==> src/rtl/rtag_pkg.sv <==
package rtag_pkg;
  localparam int MAC_W   = 48;
  localparam int VID_W   = 12;
  localparam int ETYPE_W = 16;
  localparam int HOP_W   = 8;
  localparam int NHOPS   = 4;
  localparam int HOPS_W  = HOP_W * NHOPS;
  localparam logic [ETYPE_W-1:0] TAG_MARK = 16'hAAAA;
endpackage

==> src/rtl/rtag_prio.sv <==
module rtag_prio #(
  parameter int N     = 16,
  parameter int IDX_W = $clog2(N)
) (
  input  logic [N-1:0]     req,
  output logic [IDX_W-1:0] idx,
  output logic             any
);
  // lowest set index wins: scan from top so lower indices overwrite
  always_comb begin
    idx = '0;
    any = 1'b0;
    for (int i = N - 1; i >= 0; i--) begin
      if (req[i]) begin
        idx = IDX_W'(i);
        any = 1'b1;
      end
    end
  end
endmodule

==> src/rtl/rtag_table.sv <==
module rtag_table
  import rtag_pkg::*;
#(
  parameter int DEPTH  = 16,
  parameter int PORT_W = 4,
  localparam int IDX_W = $clog2(DEPTH)
) (
  input  logic              clk,
  input  logic              rst_n,
  input  logic              wr_en,
  input  logic [IDX_W-1:0]  wr_idx,
  input  logic              wr_valid,
  input  logic [MAC_W-1:0]  wr_dmac,
  input  logic [VID_W-1:0]  wr_vid,
  input  logic [HOPS_W-1:0] wr_hops,
  input  logic [PORT_W-1:0] wr_port,
  input  logic [MAC_W-1:0]  key_dmac,
  input  logic [VID_W-1:0]  key_vid,
  output logic              hit,
  output logic [HOPS_W-1:0] hit_hops,
  output logic [PORT_W-1:0] hit_port
);
  logic              ent_valid [DEPTH];
  logic [MAC_W-1:0]  ent_dmac  [DEPTH];
  logic [VID_W-1:0]  ent_vid   [DEPTH];
  logic [HOPS_W-1:0] ent_hops  [DEPTH];
  logic [PORT_W-1:0] ent_port  [DEPTH];
  logic [DEPTH-1:0]  ent_we;
  logic [DEPTH-1:0]  match;
  logic [IDX_W-1:0]  sel;

  // per-entry write decode and key compare
  for (genvar i = 0; i < DEPTH; i++) begin : g_ent
    assign ent_we[i] = wr_en && (wr_idx == IDX_W'(i));
    assign match[i]  = ent_valid[i] && (ent_dmac[i] == key_dmac)
                                    && (ent_vid[i] == key_vid);
  end

  // valid bits: reset to empty
  always_ff @(posedge clk or negedge rst_n) begin
    if (!rst_n) begin
      for (int i = 0; i < DEPTH; i++) ent_valid[i] <= 1'b0;
    end else begin
      for (int i = 0; i < DEPTH; i++)
        if (ent_we[i]) ent_valid[i] <= wr_valid;
    end
  end

  // payload storage: no reset, enable only
  always_ff @(posedge clk) begin
    for (int i = 0; i < DEPTH; i++) begin
      if (ent_we[i]) begin
        ent_dmac[i] <= wr_dmac;
        ent_vid[i]  <= wr_vid;
        ent_hops[i] <= wr_hops;
        ent_port[i] <= wr_port;
      end
    end
  end

  rtag_prio #(.N(DEPTH), .IDX_W(IDX_W)) u_prio (
    .req (match),
    .idx (sel),
    .any (hit)
  );

  assign hit_hops = ent_hops[sel];
  assign hit_port = ent_port[sel];


  hit_key_exact_chk: assert property (@(posedge clk) disable iff (!rst_n)
    hit |-> (ent_valid[sel] && ent_dmac[sel] == key_dmac && ent_vid[sel] == key_vid));


  lowest_wins_chk: assert property (@(posedge clk) disable iff (!rst_n)
    hit |-> ((match & ((DEPTH'(1) << sel) - DEPTH'(1))) == '0));
endmodule

==> src/rtl/rtag_action.sv <==
module rtag_action
  import rtag_pkg::*;
#(
  parameter int PORT_W = 4
) (
  input  logic               hit,
  input  logic               vlan_valid,
  input  logic [ETYPE_W-1:0] vlan_etype,
  input  logic               tag_valid_i,
  input  logic [HOPS_W-1:0]  tag_hops_i,
  input  logic [ETYPE_W-1:0] tag_etype_i,
  input  logic [HOPS_W-1:0]  act_hops,
  input  logic [PORT_W-1:0]  act_port,
  output logic [ETYPE_W-1:0] vlan_etype_o,
  output logic               tag_valid_o,
  output logic [HOPS_W-1:0]  tag_hops_o,
  output logic [ETYPE_W-1:0] tag_etype_o,
  output logic               port_valid_o,
  output logic [PORT_W-1:0]  port_o
);
  logic apply;
  assign apply = hit && vlan_valid;

  // tag ethertype takes the pre-rewrite VLAN ethertype
  always_comb begin
    vlan_etype_o = vlan_etype;
    tag_valid_o  = tag_valid_i;
    tag_hops_o   = tag_hops_i;
    tag_etype_o  = tag_etype_i;
    port_valid_o = 1'b0;
    port_o       = '0;
    if (apply) begin
      tag_etype_o  = vlan_etype;
      vlan_etype_o = TAG_MARK;
      tag_valid_o  = 1'b1;
      tag_hops_o   = act_hops;
      port_valid_o = 1'b1;
      port_o       = act_port;
    end
  end
endmodule

==> src/rtl/rtag_push_stage.sv <==
module rtag_push_stage
  import rtag_pkg::*;
#(
  parameter int DEPTH  = 16,
  parameter int PORT_W = 4,
  localparam int IDX_W = $clog2(DEPTH)
) (
  input  logic               clk,
  input  logic               rst_n,
  input  logic               cfg_we,
  input  logic [IDX_W-1:0]   cfg_idx,
  input  logic               cfg_entry_valid,
  input  logic [MAC_W-1:0]   cfg_dmac,
  input  logic [VID_W-1:0]   cfg_vid,
  input  logic [HOPS_W-1:0]  cfg_hops,
  input  logic [PORT_W-1:0]  cfg_port,
  input  logic               in_valid,
  output logic               in_ready,
  input  logic [MAC_W-1:0]   in_dmac,
  input  logic               in_vlan_valid,
  input  logic [VID_W-1:0]   in_vid,
  input  logic [ETYPE_W-1:0] in_vlan_etype,
  input  logic               in_tag_valid,
  input  logic [HOPS_W-1:0]  in_tag_hops,
  input  logic [ETYPE_W-1:0] in_tag_etype,
  output logic               out_valid,
  input  logic               out_ready,
  output logic [MAC_W-1:0]   out_dmac,
  output logic               out_vlan_valid,
  output logic [VID_W-1:0]   out_vid,
  output logic [ETYPE_W-1:0] out_vlan_etype,
  output logic               out_tag_valid,
  output logic [HOPS_W-1:0]  out_tag_hops,
  output logic [ETYPE_W-1:0] out_tag_etype,
  output logic               out_port_valid,
  output logic [PORT_W-1:0]  out_port
);
  // reset: asserted asynchronously, released on a clock edge
  logic [1:0] rst_sync;
  logic       rst_n_s;
  always_ff @(posedge clk or negedge rst_n) begin
    if (!rst_n) rst_sync <= 2'b00;
    else        rst_sync <= {rst_sync[0], 1'b1};
  end
  assign rst_n_s = rst_sync[1];

  logic              hit;
  logic [HOPS_W-1:0] hit_hops;
  logic [PORT_W-1:0] hit_port;

  rtag_table #(.DEPTH(DEPTH), .PORT_W(PORT_W)) u_tbl (
    .clk      (clk),
    .rst_n    (rst_n_s),
    .wr_en    (cfg_we),
    .wr_idx   (cfg_idx),
    .wr_valid (cfg_entry_valid),
    .wr_dmac  (cfg_dmac),
    .wr_vid   (cfg_vid),
    .wr_hops  (cfg_hops),
    .wr_port  (cfg_port),
    .key_dmac (in_dmac),
    .key_vid  (in_vid),
    .hit      (hit),
    .hit_hops (hit_hops),
    .hit_port (hit_port)
  );

  logic [ETYPE_W-1:0] a_vlan_etype, a_tag_etype;
  logic               a_tag_valid, a_port_valid;
  logic [HOPS_W-1:0]  a_tag_hops;
  logic [PORT_W-1:0]  a_port;

  rtag_action #(.PORT_W(PORT_W)) u_act (
    .hit          (hit),
    .vlan_valid   (in_vlan_valid),
    .vlan_etype   (in_vlan_etype),
    .tag_valid_i  (in_tag_valid),
    .tag_hops_i   (in_tag_hops),
    .tag_etype_i  (in_tag_etype),
    .act_hops     (hit_hops),
    .act_port     (hit_port),
    .vlan_etype_o (a_vlan_etype),
    .tag_valid_o  (a_tag_valid),
    .tag_hops_o   (a_tag_hops),
    .tag_etype_o  (a_tag_etype),
    .port_valid_o (a_port_valid),
    .port_o       (a_port)
  );

  // handshake: next-state
  logic accept, valid_en, valid_n;
  assign in_ready = !out_valid || out_ready;
  assign accept   = in_valid && in_ready;
  assign valid_en = in_ready;
  assign valid_n  = in_valid;

  always_ff @(posedge clk or negedge rst_n_s) begin
    if (!rst_n_s)      out_valid <= 1'b0;
    else if (valid_en) out_valid <= valid_n;
  end

  // output data register: load enable only
  always_ff @(posedge clk) begin
    if (accept) begin
      out_dmac       <= in_dmac;
      out_vlan_valid <= in_vlan_valid;
      out_vid        <= in_vid;
      out_vlan_etype <= a_vlan_etype;
      out_tag_valid  <= a_tag_valid;
      out_tag_hops   <= a_tag_hops;
      out_tag_etype  <= a_tag_etype;
      out_port_valid <= a_port_valid;
      out_port       <= a_port;
    end
  end


  accept_latency_chk: assert property (@(posedge clk) disable iff (!rst_n_s)
    accept |=> out_valid);


  stall_hold_chk: assert property (@(posedge clk) disable iff (!rst_n_s)
    (out_valid && !out_ready) |=> (out_valid && $stable(out_dmac) && $stable(out_vlan_etype)
      && $stable(out_tag_hops) && $stable(out_port_valid) && $stable(out_port)));


  rewrite_link_chk: assert property (@(posedge clk) disable iff (!rst_n_s)
    (accept && hit && in_vlan_valid) |=> (out_tag_valid && out_vlan_etype == TAG_MARK
      && out_tag_etype == $past(in_vlan_etype)));


  novlan_noact_chk: assert property (@(posedge clk) disable iff (!rst_n_s)
    (accept && !in_vlan_valid) |=> (!out_port_valid && out_vlan_etype == $past(in_vlan_etype)));


  miss_pass_chk: assert property (@(posedge clk) disable iff (!rst_n_s)
    (accept && !hit) |=> (!out_port_valid && out_tag_hops == $past(in_tag_hops)
      && out_tag_valid == $past(in_tag_valid)));
endmodule

==> config.mk <==
export PLATFORM = sky130hd
export DESIGN_NAME = rtag_push_stage
export DESIGN_NICKNAME = d
export VERILOG_FILES = /design/src/rtl/rtag_pkg.sv /design/src/rtl/rtag_prio.sv /design/src/rtl/rtag_table.sv /design/src/rtl/rtag_action.sv /design/src/rtl/rtag_push_stage.sv
export SDC_FILE = /design/constraint.sdc
export NUM_CORES = 2
export LEC_CHECK = 0
export ABC_AREA = 1
export BUFFER_PORTS_ARGS = -buffer_cell sky130_fd_sc_hd__clkbuf_2
export CORE_ASPECT_RATIO = 2
export CORE_MARGIN = 1
export CORE_UTILIZATION = 40
export DETAILED_ROUTE_END_ITERATION = 12
export PLACE_DENSITY_LB_ADDON = 0.2
export REMOVE_ABC_BUFFERS = 1
export SLEW_MARGIN = 20
export SYNTH_ARGS = -nofsm -noshare
export SYNTH_HDL_FRONTEND = slang
export SYNTH_SLANG_ARGS = --single-unit
==> constraint.sdc <==
create_clock -name clk -period 0.8 [get_ports clk]
set_clock_uncertainty 0.05 [all_clocks]
set_input_delay 0 -clock clk [delete_from_list [all_inputs] [get_ports clk]]
set_output_delay 0 -clock clk [all_outputs]
set_load 0.005 [all_outputs]
After elaboration in Yosys (flattened, before gate mapping)
Memory sizes are Yosys's and may differ from the RTL's. A register that Yosys moved wholly into a read port is not among the register bits.
Index checks and enable logic that the tools add are counted.
Word-level totals
  output and inout port bits: 133
  bits in registers: 146
  RAM bits: 1536
  memories kept: 4
Operators by class
  muxes and demuxes: 247
  reductions and logical operators: 114
  equality and inequality tests: 47
Memories
  u_tbl.ent_dmac: words 16, bits a word 48, rd ports 16, clocked after memory_dff 0, wr ports 1, line rtag_table.sv:24  | logic [MAC_W-1:0] ent_dmac [DEPTH];
  u_tbl.ent_hops: words 16, bits a word 32, rd ports 1, clocked after memory_dff 0, wr ports 1, line rtag_table.sv:26  | logic [HOPS_W-1:0] ent_hops [DEPTH];
  u_tbl.ent_vid: words 16, bits a word 12, rd ports 16, clocked after memory_dff 0, wr ports 1, line rtag_table.sv:25  | logic [VID_W-1:0] ent_vid [DEPTH];
  u_tbl.ent_port: words 16, bits a word 4, rd ports 1, clocked after memory_dff 1, wr ports 1, line rtag_table.sv:27  | logic [PORT_W-1:0] ent_port [DEPTH];
Operators with widths (number)
  == test 48 bit: 16
  2-to-1 mux 48 bit: 15
  OR reduction 48 bit: 15
  2-to-1 mux 32 bit: 16
  OR reduction 32 bit: 15
  2-to-1 mux 4 bit: 91
  == test 12 bit: 16
  2-to-1 mux 12 bit: 15
  OR reduction 12 bit: 15
  2-to-1 mux 1 bit: 109
  OR reduction 4 bit: 15
  logical AND 1 bit: 50
  == test 4 bit, second input constant: 8
  == test 4 x 3 -> 1 bit, second input constant: 4
  2-to-1 mux 16 bit: 1
  == test 4 x 2 -> 1 bit, second input constant: 2
  == test 4 x 1 -> 1 bit, second input constant: 1
  zero test 4 bit: 1
  zero test 1 bit: 2
  logical OR 1 bit: 1

Logic depth before layout (Yosys ltp)
  depth after elaboration: 21
  depth in mapped cells: 36

Cells and area by module
A second synthesis with hierarchy kept.
Second synthesis, totals
  cells, all modules: 7266
  area total of the unflattened synthesis: 74953.1 um^2
By module, submodules not included
  rtag_table: sequential area each 46524.6 um^2, instances 1, area each 69853.2 um^2, cells an instance 6873
  rtag_push_stage: sequential area each 4008.8 um^2, instances 1, area each 4032.6 um^2, cells an instance 140
  rtag_action: sequential area each 0.0 um^2, instances 1, area each 858.3 um^2, cells an instance 204
  rtag_prio: sequential area each 0.0 um^2, instances 1, area each 209.0 um^2, cells an instance 49

Worst setup path before layout
Ideal clock, no wire load.
  path kind: input-to-reg
  from: input cfg_idx[0]
  to: register u_tbl.ent_valid[13] (netlist name)
  cell stages on the path: 3
  slack: -6.787 ns
  data arrival time: 7.121 ns
  library setup time: 0.415 ns
  path buffers: 1
  path through: clkbuf_1 > nor3_1 > a21oi_1
On the way
  cells in the longest elaborated chain, start to end: 2
Ends and longest elaborated chain
  start: declaration: line rtag_push_stage.sv:11  | input logic [IDX_W-1:0] cfg_idx,
  == test 4 x 2 -> 1 bit: line rtag_table.sv:34  | assign ent_we[i] = wr_en && (wr_idx == IDX_W'(i));
  logical AND 1 bit: line rtag_table.sv:34
  via u_tbl.ent_we[2]: line rtag_table.sv:28  | logic [DEPTH-1:0] ent_we;
  end signal: indexed assignment: line rtag_table.sv:45  | if (ent_we[i]) ent_valid[i] <= wr_valid;
  end: declaration: line rtag_table.sv:23  | logic ent_valid [DEPTH];
The timed path passes the listed nets, and every way through them passes these cells.
A chain may end at the register's enable or synchronous reset.

==> reports/metrics.yaml <==
outcome:
  status: "finished, violations left"
  violations: "negative hold slack, negative setup slack"
clocking:
  clk-insertion-delay-late_ns: 0.83
  clock_sinks: 1686
  htree_levels: 4
  root_buffer: "clkbuf_16"
  ctsHoldBuffers: 262
  numCtsBuffers: 163
  path_clk_slew_ns: 0.07
  clk_path_buf_depth: 4
  cts_tree: "yes"
timing:
  slew_headroom_pct: 44.71
  post-route-period-util_pct: 490.6
  final.setup.tns_ns: -355.97
  holdWs_ns: -0.5471
  period_needed_ns: 3.925
  rsz0062_at_grt: "true"
  fin_ws_ns: -3.125
  final-setup-viol-count: 339
  tightest_slew_ns: 0.8293
  report.final.slew_viol_count: 0
  finalHoldViolations: 215
  fmax_ghz: 0.2548
hold_path:
  min_path_type: "in2reg"
worst_setup_path:
  worstReg2RegStart: "u_tbl.ent_dmac[1][228]"
  r2r_slack_ns: -3.13
  reg2regPathDepth: 26
  crit_path_max_fanout: 19
  cp.arrival_ns: 4.45
  cp-end-kind: "register"
  timing.rr.end: "out_tag_hops[19]"
  startpoint_type: "register"
  cp-startpoint: "u_tbl.ent_dmac[1][228]"
  cp.required_ns: 1.33
  crit_type: "reg2reg"
  crit_end: "out_tag_hops[19]"
die:
  core_mm2: 0.1746
  boundaryPins: 365
  dieHeight_um: 594.6
  num_rows: 217
  dieWidth_um: 298.3
  start_util_pct: 40.23
  dieArea_mm2: 0.1774
synth:
  ys_seq_area_share_pct: 71.95
  synth_area_leader_cell: "edfxtp_1"
  yosys-top-cells-area: "edfxtp_1, nand2_1, nand3_1"
  yosys_warnings: 0
  ys_async_sr_fraction_pct: 1.127
  netlist_instances: 5620
  synthFlopType: "edfxtp_1"
  synth_cell_types: 45
  ys_ff_latch: 1686
  synth_area_mm2: 0.07023
  yosys.area.top_type_share_pct: 71.27
  avgSynthCellArea_um2: 12.50
  synth-edff-count: 1667
run:
  drv_cap: 0
global_routing:
  track_usage_pct: 39.10
  grt-ovfl-total: 0
  grt_max_degree: 145
  grt_pass1_wl_mm: 466.3
  grt_pass1_vias: 55950
  antenna_found_initial: 36
placed_design:
  portBuffers: 364
  place.gp.congestion: 1.022
  placed_cells: 9058
  dpl.hpwl_mm: 244.3
routing:
  final_antenna_net_count: 0
  drc: 0
  vias_per_cell: 5.918
  via_count: 57620
  drt_iter0_drc: 6399
  drt_pre_antenna_iters: 6
  routedWlPerCell_um: 36.56
  drt_wl_total_mm: 356.0
layout:
  nets: 7505
  area_growth_pct: 37.73
  finalNonFillerCells: 9736
  drive_above_1_share_pct: 29.28
power:
  p_total_uw: 199300
  p_leak_uw: 0.03671
  ir_drop_mv: 2.047
  power_density_mw_per_mm2: 2060
-- placed cells by master (no fill, tap or decap), types with 19 or more instances in the layout --
cell type         n
o21ai_1          54
dlygate4sd3_1   260
inv_2            35
or2_2            39
nor2_4           27
nand2_1        1098
nand2_2         101
clkinv_2         20
a211oi_1         29
nor4_1           64
buf_4           764
buf_6            34
clkbuf_1         27
o21ai_0         246
a221oi_1         45
diode_2          43
clkinv_1         40
nand3_2         100
o22ai_1         147
nand2_4          21
buf_12          290
dfrtp_1          19
buf_16           30
edfxtp_1       1667
nand3_1         579
nand4_1          70
a21oi_1          25
xnor2_1         176
a22o_1           71
clkbuf_2        361
xor2_1           96
nor2_1          209
clkbuf_16       190
inv_1           246
buf_8            20
-- Yosys cell counts, types with 71 or more instances --
cell type,count
nand2_1,1218
nor2_1,254
a22o_1,71
buf_2,173
nor4_1,79
o21ai_0,287
xnor2_1,177
edfxtp_1,1667
o22ai_1,154
nand3_1,683
xor2_1,99
inv_1,254
-- worst min-delay path by stage --
stage | startpoint | end | slack, ns | cells past startpoint
2_1_floorplan | rst_n | rst_sync[0] | -0.35 | 0
3_3_place_gp | rst_n | rst_sync[1] | -0.26 | 1
3_5_place_dp | rst_n | rst_sync[1] | -0.26 | 1
4_1_cts | out_ready | out_valid | -0.56 | 4
5_1_grt | out_ready | out_valid | -0.52 | 4
6_report | out_ready | out_valid | -0.55 | 4
-- flip-flops by register name, summed over array words and instances, names as in the netlist, 16 cells and up --
name             count
u_tbl.ent_port      64
out_vlan_etype      16
u_tbl.ent_valid     16
out_tag_etype       16
out_tag_hops        32
u_tbl.ent_vid      192
u_tbl.ent_dmac     768
u_tbl.ent_hops     512
out_dmac            48
-- area by class of cell --
cell class,instances,area (um^2)
inverter,290,1132
tap,2299,2877
antenna,43,107.6
fill,14530,77850
multi-input combinational,3346,18770
timing repair buffer,1786,18120
clock buffer,198,4335
sequential,1686,50530
clock inverter,88,862.1
-- kinds of logic after synthesis --
family,count (synthesis),synth area share (%)
compound gates,691,6.146
other cells,1,0.005339
xor+xnor,276,3.442
buf+inv,588,3.698
flops,1686,71.95
simple gates,2378,14.76
-- per-layer routing --
| layer | vias up | global-route usage (%) | wire (um) |
|---|---|---|---|
| li1 | 23740 | - | - |
| met1 | 28880 | 39.55 | 110800 |
| met2 | 3663 | 67.57 | 177000 |
| met3 | 1336 | 6.584 | 26620 |
| met4 | 8 | 37.54 | 41450 |
| met5 | - | 0 | 42 |
-- metrics by stage --
step	util, %	setup WS (ns)	instance area [um^2]
6_report	55.41	-3.125	96730
5_1_grt	55.36	-3.276	96660
4_1_cts	54.18	-2.962	94590
3_5_place_dp	48.81	-3.769	85210
3_3_place_gp	48.81	-3.953	85210
2_1_floorplan	-	-9.957	68720
-- power by group --
group	switching [uW]	total, uW	internal, uW
Combinational	12800	20100	7270
Sequential	911	100000	99400
Clock	35100	78900	43800
Total	48800	199000	150000
-- critical path: stages, from the launching register on --
cell and delay, ns:
edfxtp_1 0.42, nand2_1 0.10, o21ai_1 0.11, nor2_4 0.25, nand3b_1 0.21, nor2_1 0.17
nand2_2 0.19, nor2_2 0.19, nand2_4 0.08, buf_4 0.13, nand2_1 0.08, inv_2 0.04
a21oi_1 0.16, nor2_1 0.10, o21bai_1 0.24, a21oi_4 0.09, buf_12 0.17, clkinv_16 0.10
buf_12 0.17, buf_4 0.12, nand3_1 0.06, nand2_1 0.08, nand2_1 0.08, nand3_2 0.09
nand3_2 0.09, nand2_1 0.07, inv_1 0.03
-- what timing repair did --
item,in CTS,in global routing
endpoints found under the hold margin,2036,215
cloned,19,23
endpoints found under the setup margin,334,337
resized for setup,233,339
pin swaps,43,163
setup buffers,23,35
Power figures use the tool's default switching activity.
